<file path="src/rtl/exc_pkg.sv">
package exc_pkg;
    localparam int PSW_W    = 32;
    localparam int MODE_W   = 5;
    localparam int IMASK    = 7;
    localparam int NBANK    = 2;
    localparam int BANK_IW  = $clog2(NBANK);

    localparam logic [MODE_W-1:0] MODE_SVC = 5'b10011;
    localparam logic [MODE_W-1:0] MODE_UND = 5'b11011;

    localparam logic [PSW_W-1:0] VEC_SWI   = 32'h0000_0008;
    localparam logic [PSW_W-1:0] VEC_UND   = 32'h0000_0004;
    localparam logic [PSW_W-1:0] PSW_RESET = 32'h0000_0093;

    localparam logic [BANK_IW-1:0] BANK_SVC = 1'b0;
    localparam logic [BANK_IW-1:0] BANK_UND = 1'b1;

    typedef enum logic [0:0] {
        ST_IDLE   = 1'b0,
        ST_CPWAIT = 1'b1
    } seq_state_e;

    typedef struct packed {
        logic take_swi;
        logic take_und;
        logic take_ret;
    } exc_evt_t;

    function automatic logic mode_has_bank(input logic [MODE_W-1:0] m);
        return (m == MODE_SVC) || (m == MODE_UND);
    endfunction

    function automatic logic [BANK_IW-1:0] mode_to_bank(input logic [MODE_W-1:0] m);
        return (m == MODE_UND) ? BANK_UND : BANK_SVC;
    endfunction

    function automatic logic [PSW_W-1:0] enter_psw(input logic [PSW_W-1:0] p,
                                                   input logic [MODE_W-1:0] m);
        logic [PSW_W-1:0] r;
        r = p;
        r[IMASK] = 1'b1;
        r[MODE_W-1:0] = m;
        return r;
    endfunction
endpackage

</file>
<file path="src/rtl/exc_seq_fsm.sv">
module exc_seq_fsm
    import exc_pkg::*;
(
    input  logic     clk,
    input  logic     rst_n,
    input  logic     instr_valid,
    input  logic     swi_req,
    input  logic     unhandled,
    input  logic     cp_accept,
    input  logic     cp_busy,
    input  logic     irq,
    input  logic     exc_return,
    input  logic     ret_ok,
    output exc_evt_t evt,
    output logic     cp_retire,
    output logic     irq_take,
    output logic     stall
);
    seq_state_e state_q, state_d;

    always_ff @(posedge clk) begin
        if (!rst_n) state_q <= ST_IDLE;
        else        state_q <= state_d;
    end

    always_comb begin
        state_d   = state_q;
        evt       = '0;
        cp_retire = 1'b0;
        irq_take  = 1'b0;
        stall     = 1'b0;
        unique case (state_q)
            ST_IDLE: begin
                if (instr_valid && unhandled) begin
                    if (!cp_accept) begin
                        evt.take_und = 1'b1;
                    end else if (!cp_busy) begin
                        cp_retire = 1'b1;
                    end else begin
                        stall   = 1'b1;
                        state_d = ST_CPWAIT;
                    end
                end else if (instr_valid && swi_req) begin
                    evt.take_swi = 1'b1;
                end else if (!instr_valid && exc_return && ret_ok) begin
                    evt.take_ret = 1'b1;
                end
            end
            ST_CPWAIT: begin
                if (!cp_busy) begin
                    cp_retire = 1'b1;
                    state_d   = ST_IDLE;
                end else if (irq) begin
                    irq_take = 1'b1;
                    state_d  = ST_IDLE;
                end else begin
                    stall = 1'b1;
                end
            end
            default: state_d = ST_IDLE;
        endcase
    end

    // at most one outcome per cycle
    a_r6_one_outcome: assert property (@(posedge clk) disable iff (!rst_n)
        $onehot0({evt.take_swi, evt.take_und, evt.take_ret, cp_retire, irq_take}));

    // interrupt hand-off leaves the wait
    a_r8_irq_exits_wait: assert property (@(posedge clk) disable iff (!rst_n)
        irq_take |=> (state_q == ST_IDLE));

    // a busy wait without interrupt keeps waiting
    a_r7_busy_keeps_wait: assert property (@(posedge clk) disable iff (!rst_n)
        (state_q == ST_CPWAIT && cp_busy && !irq) |=> (state_q == ST_CPWAIT));
endmodule

</file>
<file path="src/rtl/exc_bank_file.sv">
module exc_bank_file
    import exc_pkg::*;
#(
    parameter int W     = PSW_W,
    parameter int BANKS = NBANK,
    localparam int IW   = (BANKS > 1) ? $clog2(BANKS) : 1
) (
    input  logic          clk,
    input  logic          rst_n,
    input  logic          wr_en,
    input  logic [IW-1:0] wr_sel,
    input  logic [W-1:0]  wr_link,
    input  logic [W-1:0]  wr_saved,
    input  logic [IW-1:0] rd_sel,
    output logic [W-1:0]  rd_link,
    output logic [W-1:0]  rd_saved
);
    logic [W-1:0] link_q  [BANKS];
    logic [W-1:0] saved_q [BANKS];

    for (genvar b = 0; b < BANKS; b++) begin : g_bank
        always_ff @(posedge clk) begin
            if (!rst_n) begin
                link_q[b]  <= '0;
                saved_q[b] <= '0;
            end else if (wr_en && wr_sel == IW'(b)) begin
                link_q[b]  <= wr_link;
                saved_q[b] <= wr_saved;
            end
        end
    end

    assign rd_link  = link_q[rd_sel];
    assign rd_saved = saved_q[rd_sel];
endmodule

</file>
<file path="src/rtl/exc_status_reg.sv">
module exc_status_reg
    import exc_pkg::*;
(
    input  logic             clk,
    input  logic             rst_n,
    input  exc_evt_t         evt,
    input  logic [PSW_W-1:0] ret_psw,
    input  logic             wr_en,
    input  logic [PSW_W-1:0] wr_data,
    output logic [PSW_W-1:0] psw
);
    logic [PSW_W-1:0] psw_q;

    always_ff @(posedge clk) begin
        if (!rst_n)            psw_q <= PSW_RESET;
        else if (evt.take_und) psw_q <= enter_psw(psw_q, MODE_UND);
        else if (evt.take_swi) psw_q <= enter_psw(psw_q, MODE_SVC);
        else if (evt.take_ret) psw_q <= ret_psw;
        else if (wr_en)        psw_q <= wr_data;
    end

    assign psw = psw_q;

    // nothing moves the PSW without a cause
    a_r12_psw_hold: assert property (@(posedge clk) disable iff (!rst_n)
        !(evt.take_swi || evt.take_und || evt.take_ret || wr_en) |=> $stable(psw_q));

    // supervisor entry sets mode and mask
    a_r3_swi_mode: assert property (@(posedge clk) disable iff (!rst_n)
        evt.take_swi |=> (psw_q[MODE_W-1:0] == MODE_SVC) && psw_q[IMASK]);

    // undefined entry sets mode and mask
    a_r5_und_mode: assert property (@(posedge clk) disable iff (!rst_n)
        evt.take_und |=> (psw_q[MODE_W-1:0] == MODE_UND) && psw_q[IMASK]);
endmodule

</file>
<file path="src/rtl/exc_entry_ctrl.sv">
module exc_entry_ctrl
    import exc_pkg::*;
#(
    parameter int XLEN = PSW_W
) (
    input  logic            clk,
    input  logic            rst_n,
    input  logic            instr_valid,
    input  logic            swi_req,
    input  logic            unhandled,
    input  logic [XLEN-1:0] cur_pc,
    input  logic            cp_accept,
    input  logic            cp_busy,
    input  logic            irq,
    input  logic            exc_return,
    input  logic            psw_wr_en,
    input  logic [XLEN-1:0] psw_wr_data,
    output logic [XLEN-1:0] psw,
    output logic            pc_load,
    output logic [XLEN-1:0] pc_target,
    output logic            flush,
    output logic            stall,
    output logic            cp_retire,
    output logic            irq_take
);
    localparam logic [XLEN-1:0] LINK_OFS = XLEN'(4);

    exc_evt_t          evt;
    logic              ret_ok;
    logic [BANK_IW-1:0] wr_sel, rd_sel;
    logic [XLEN-1:0]   rd_link, rd_saved;

    assign ret_ok = mode_has_bank(psw[MODE_W-1:0]);
    assign rd_sel = mode_to_bank(psw[MODE_W-1:0]);
    assign wr_sel = evt.take_und ? BANK_UND : BANK_SVC;

    exc_seq_fsm u_fsm (
        .clk         (clk),
        .rst_n       (rst_n),
        .instr_valid (instr_valid),
        .swi_req     (swi_req),
        .unhandled   (unhandled),
        .cp_accept   (cp_accept),
        .cp_busy     (cp_busy),
        .irq         (irq),
        .exc_return  (exc_return),
        .ret_ok      (ret_ok),
        .evt         (evt),
        .cp_retire   (cp_retire),
        .irq_take    (irq_take),
        .stall       (stall)
    );

    exc_bank_file #(.W(XLEN), .BANKS(NBANK)) u_banks (
        .clk      (clk),
        .rst_n    (rst_n),
        .wr_en    (evt.take_swi || evt.take_und),
        .wr_sel   (wr_sel),
        .wr_link  (cur_pc + LINK_OFS),
        .wr_saved (psw),
        .rd_sel   (rd_sel),
        .rd_link  (rd_link),
        .rd_saved (rd_saved)
    );

    exc_status_reg u_psw (
        .clk     (clk),
        .rst_n   (rst_n),
        .evt     (evt),
        .ret_psw (rd_saved),
        .wr_en   (psw_wr_en),
        .wr_data (psw_wr_data),
        .psw     (psw)
    );

    always_comb begin
        pc_load   = evt.take_swi || evt.take_und || evt.take_ret;
        flush     = pc_load;
        if (evt.take_und)      pc_target = VEC_UND;
        else if (evt.take_swi) pc_target = VEC_SWI;
        else                   pc_target = rd_link;
    end

    // undefined entry leaves the faulting address plus 4 in the bank
    a_r4_und_link: assert property (@(posedge clk) disable iff (!rst_n)
        evt.take_und |=> (rd_link == $past(cur_pc) + LINK_OFS));

    // supervisor entry saves the pre-entry PSW
    a_r2_swi_saved: assert property (@(posedge clk) disable iff (!rst_n)
        evt.take_swi |=> (rd_saved == $past(psw)));

    // return restores the saved PSW of the mode it left
    a_r9_ret_restore: assert property (@(posedge clk) disable iff (!rst_n)
        evt.take_ret |=> (psw == $past(rd_saved)));

    // no redirect while stalled
    a_r7_no_load_in_stall: assert property (@(posedge clk) disable iff (!rst_n)
        stall |-> !pc_load);
endmodule

</file>
<file path="config.mk">
export PLATFORM = sky130hd
export DESIGN_NAME = exc_entry_ctrl
export DESIGN_NICKNAME = d
export VERILOG_FILES = /design/src/rtl/exc_pkg.sv /design/src/rtl/exc_seq_fsm.sv /design/src/rtl/exc_bank_file.sv /design/src/rtl/exc_status_reg.sv /design/src/rtl/exc_entry_ctrl.sv
export SDC_FILE = /design/constraint.sdc
export NUM_CORES = 1
export LEC_CHECK = 0
export BUFFER_PORTS_ARGS = -buffer_cell sky130_fd_sc_hd__buf_2
export CAP_MARGIN = 25
export CORE_ASPECT_RATIO = 1.4
export CORE_MARGIN = 2
export CORE_UTILIZATION = 56
export DETAILED_ROUTE_END_ITERATION = 6
export HOLD_SLACK_MARGIN = 0.15
export PLACE_DENSITY = 0.9
export SLEW_MARGIN = 20
export SYNTH_ARGS = -nofsm -noshare
export SYNTH_HDL_FRONTEND = slang
export SYNTH_SLANG_ARGS = --single-unit
</file>
<file path="constraint.sdc">
create_clock -name clk -period 3.2 [get_ports clk]
set_input_delay 0 -clock clk [delete_from_list [all_inputs] [get_ports clk]]
set_output_delay 0 -clock clk [all_outputs]
set_load 0.02 [all_outputs]
</file>
# Word-level counts from Yosys, hierarchy flattened
# Memory sizes are Yosys's and may differ from the RTL's.
# Index checks and enable logic that the tools add are counted.
op_classes:
  mux: 40
  n_addsub: 1
  n_reduce_logical: 14
  n_eq_ne: 2
  bitwise: 9
op_table:
  columns: ["op", "n"]
  rows:
  - ["$mux 32", 8]
  - ["$add 32x3->32 const B", 1]
  - ["$mux 1", 27]
  - ["$eq 5x5->1 const B", 2]
  - ["$mux 4", 2]
  - ["$logic_and 1x1->1", 6]
  - ["$not 1->1", 5]
  - ["$or 1x1->1", 4]
  - ["$pmux 1 s2", 2]
  - ["$reduce_bool 4->1", 1]
  - ["$logic_or 1x1->1", 3]
  - ["$mux 3", 1]
  - ["$reduce_and 3->1", 1]
  - ["$reduce_or 3->1", 1]
  - ["$reduce_bool 2->1", 1]
  - ["$logic_not 1->1", 1]
word_totals:
  memories: 2
  reg_bits: 33
  mem_bits_rw: 128
  output_inout_bits: 69
  word_cells: 72
memory_table:
  columns: ["memory", "words", "width", "read_ports", "rd_clocked_by_memory_dff", "write_ports", "line_no", "source"]
  rows:
  - ["u_banks.link_q", 2, 32, 1, 0, 2, "exc_bank_file.sv:18", "logic [W-1:0] link_q [BANKS];"]
  - ["u_banks.saved_q", 2, 32, 1, 0, 2, "exc_bank_file.sv:19", "logic [W-1:0] saved_q [BANKS];"]

# Logic depth before layout (Yosys ltp)
logic_depth:
  word_depth: 14
  ltp_mapped: 6
  ltp_nobuf: 5

# Cells and area by module
# From an unflattened synthesis, not the netlist that was laid out.
unflattened:
  cells_unflattened: 641
  area_unflattened_um2: 8339.2
by_module_without_submodules:
  columns: ["module", "instances", "area_each_um2", "cells_per_inst"]
  rows:
  - ["exc_bank_file", 1, 5825.6, 354]
  - ["exc_status_reg", 1, 1580.3, 151]
  - ["exc_entry_ctrl", 1, 830.8, 123]
  - ["exc_seq_fsm", 1, 102.6, 13]

# Worst setup path after synthesis
# OpenSTA, ideal clock, no wires.
synth_timing:
  kind: "register to register"
  from: "register u_fsm.state_q"
  to: "memory u_banks.link_q[1][0] in the netlist's numbering (enable)"
  path_buffers: 0
  stages_incl_launch_ff: 3
  synth_period_minus_slack_ns: 2.417
  arrival_time_ns: 1.993
  slack_ns: 0.783
  path_cell_list: "dfxtp_1 nand4bb_1 nand2_1"
synth_rtl:
  columns: ["item", "line_no", "source"]
  rows:
  - ["from (decl)", "exc_seq_fsm.sv:19", "seq_state_e state_q, state_d;"]
  - ["from (signal assigned)", "exc_seq_fsm.sv:23", "else state_q <= state_d;"]
  - ["to (decl)", "exc_bank_file.sv:18", null]

==> metrics.csv <==
stage;metric;value;unit
outcome;status;complete, no violations;
cells_and_area;syn_to_final_growth;30.7;%
worst_setup_path;crit_end;u_banks.link_q[0][26];
power_and_ir_drop;power.leakage;4.03;nW
worst_setup_path;worst-r2r-cell-count;4;
cts;cts_buffers;17;
cts;root_buffer;clkbuf_16;
worst_setup_path;worstPathRequired;3370;ps
worst_setup_path;cp_max_fo;8;
logic_synthesis;yosys.area.top_type;edfxtp_1;
cts;post-cts-setup-buffers;0;
global_route;grt_pass1_vias;6350;
worst_setup_path;crit_top_cell;dlygate4sd3_1;
detailed_routing;routedWlPerCell;19.5;um
worst_setup_path;r2r-start;u_psw.psw[2];
cts;clk_latency;430;ps
global_route;grt_pass1_wl;31800;um
logic_synthesis;synth_flop_cell;edfxtp_1;
global_route;overflow;0;
power_and_ir_drop;internal-power;0.00406;W
power_and_ir_drop;p_switching;0.00145;W
logic_synthesis;yosysWarnings;0;
floorplan;core_area;13300;sq um
detailed_routing;vias;6376;
timing;worstMarginPinSlew;797;ps
detailed_routing;wl;20800;um
worst_setup_path;worstSetupStartpointType;input port;
cells_and_area;fill_cells;838;
logic_synthesis;synth-async-reset-ratio;0;
power_and_ir_drop;clkPwrFrac;0.405;
worst_setup_path;cp.arrival;3060;ps
worst_setup_path;rr_endpoint;u_psw.psw[25];
timing;max_clock_freq;0.347;GHz
worst_setup_path;crit_start;cur_pc[2];
placement;place_inst;954;
cells_and_area;regArea;4510;sq um
cts;htreeDepth;4;
floorplan;die_area;14500;sq um
cts;postCtsHoldBufs;79;
worst_setup_path;end_kind;flip-flop;
logic_synthesis;netlist_instances;670;
floorplan;die_h;141;um
logic_synthesis;ys_seq_area_frac;0.596;
cells_and_area;drive_gt1_frac;0.259;
timing;fin_skew;10.1;ps
placement;routabilityCongestion;0.852;
detailed_routing;drt_first_pass_iters;5;
min_path;worstHoldPathType;input port to flip-flop;
cells_and_area;multi_input_area;2840;sq um
timing;finalCritPeriodShare;0.902;
cts;cts_tree;yes;
logic_synthesis;ys_types;50;
timing;slew_headroom;0.467;
timing;hold_viol_final;0;
floorplan;num_rows;50;
logic_synthesis;syn_area_per_cell;11.3;sq um
global_route;antenna_found_initial;1;
worst_setup_path;reg2reg_slack;690;ps
logic_synthesis;yosys.area.top_type_share;0.508;
detailed_routing;drtAntennaViolNets;0;
detailed_routing;drt_iter0_markers;370;
worst_setup_path;max_stage_delay;600;ps
timing;fin_crit;2890;ps
timing;setup_violations;0;
cells_and_area;nets;946;
power_and_ir_drop;switching_share;0.263;
logic_synthesis;synth_area_leaders;edfxtp_1 (51%), dfxtp_1 (8.7%), a21oi_1 (5.2%);
detailed_routing;drc;0;
power_and_ir_drop;powerDensity;558;nW/um^2
placement;numPortBuffers;142;
floorplan;die_width;102;um
timing;slew_viol_final;0;
cts;clk_pin_slew_worst_paths;70;ps
logic_synthesis;synth_area;7560;sq um
logic_synthesis;syn_nets;745;
job;drv_cap;0;
worst_setup_path;crit_chain;dlygate4sd3_1, buf_2, ha_1, and4_2, nand3_1, o31ai_1, dlygate4sd3_1, a21oi_1, dlygate4sd3_1;
logic_synthesis;ys_ff_latch;161;
cells_and_area;final_cells;1067;
placement;hpwlAfterDp;12100;um
cells_and_area;final_common_cell;buf_2;
power_and_ir_drop;p_seq_frac;0.448;
cts;clock-sinks;161;
floorplan;start_util;0.570;
timing;grt_setup_unrepaired;no;
min_path;min_path_cells;2;
global_route;gr-usage-all-layers;0.288;
worst_setup_path;slowest_stage;dlygate4sd3_1;
global_route;grt_max_degree;43;
cts;ctsLongestPathBuffers;2;
power_and_ir_drop;comb_power_share;0.147;
cells_and_area;final_cell_mix;buf_2 (142), edfxtp_1 (128), a21oi_1 (79), dlygate4sd3_1 (79), nand2_1 (77);
cts;post_cts_resized;0;
logic_synthesis;synth_edf_count;128;
timing;tns;0;ps
power_and_ir_drop;vdd_drop_max;0.348;mV
worst_setup_path;critical_path_class;input port to flip-flop;
floorplan;io_pins;143;
detailed_routing;viasPerCell;5.98;
## worst max-delay path, delay by kind of cell
| kind | cells | cell delay (ps) |
|---|---|---|
| AO/OA/AOI/OAI | 2 | 380 |
| AND/OR/NAND/NOR | 2 | 560 |
| adder cells (fa/ha/maj) | 1 | 240 |
| buffers and inverters | 4 | 1870 |
## area by class of cell
class,count,area share
Antenna cell,1,0.000253
Clock buffer,19,0.0481
Clock inverter,13,0.0186
Inverter,6,0.00228
Multi-Input combinational cell,452,0.287
Sequential cell,161,0.456
Tap cell,182,0.0231
Timing Repair Buffer,233,0.164
## stage by stage
stage | area (sq um) | hold WS (ps) | utilization | setup slack (ps) | total power (W)
finish | 9880 | 300 | 0.745 | 315 | 0.00551
global placement | 8410 | 267 | 0.634 | 871 | 0.00319
CTS | 9860 | 293 | 0.743 | 415 | 0.00548
global route | 9880 | 325 | 0.745 | 246 | 0.00566
detailed placement | 8410 | 268 | 0.634 | 754 | 0.00322
floorplan | 7560 | 76.9 | - | 783 | 0.00294
## power groups by stage
stage / Combinational (W) / Clock (W) / Sequential, W
after floorplan: 0.000399 / 0 / 0.00254
after detailed placement: 0.000711 / 0 / 0.00251
after global placement: 0.000695 / 0 / 0.00250
final: 0.000812 / 0.00223 / 0.00247
after global routing: 0.000866 / 0.00231 / 0.00248
after CTS: 0.000791 / 0.00222 / 0.00247
## layer usage
layer	wire [um]	vias up	share of wire	track usage
li1	-	2905	-	-
met1	7230	3033	0.35	0.330
met2	11200	372	0.54	0.518
met3	1710	66	0.082	0.0562
met4	710	0	0.034	0.123
met5	0	-	0	0
## flip-flops by register name (all words and copies together), names as in the netlist
name / flops
u_banks.link_q: 64
u_banks.saved_q: 64
u_psw.psw: 32
u_fsm.state_q: 1
## cells by family after synthesis
kind of cell | Yosys count | synth area share
flops | 161 | 0.596
buf+inv | 57 | 0.0331
simple gates | 264 | 0.185
xor+xnor | 14 | 0.0162
compound gates | 139 | 0.122
fa+ha+maj | 1 | 0.00165
mux | 34 | 0.0455
## Yosys cell counts (2+ instances only)
master     instances
xnor2_1            8
and2_1            35
nand4_1           10
o211ai_1           4
nand2_1           79
or4_1             10
or3_1             10
o311ai_0           2
mux2_2             3
o31ai_1            4
a211oi_1           3
dfxtp_1           33
and4_1             4
o221a_2           26
nor3_1             6
buf_2              8
nor4_1             5
or2_2              2
a21oi_1           79
nand4b_1           3
o21ai_0           13
edfxtp_1         128
nor2b_1            3
nand4bb_1          2
buf_1              2
nor2_1            38
nand3_1           11
and3_1            38
xor2_1             6
mux2i_1           31
o22ai_1            3
clkbuf_1          35
buf_4              5
inv_1              5
## worst min-delay path by stage
stage	start	slack, ps	endpoint
CTS	rst_n	290	u_banks.link_q[0][3]
finish	rst_n	300	u_banks.link_q[0][1]
detailed placement	psw_wr_data[17]	270	u_psw.psw[17]
floorplan	cp_busy	80	cp_retire
global route	rst_n	330	u_banks.link_q[0][3]
global placement	psw_wr_data[16]	270	u_psw.psw[16]
Power figures use the tool's default switching activity.
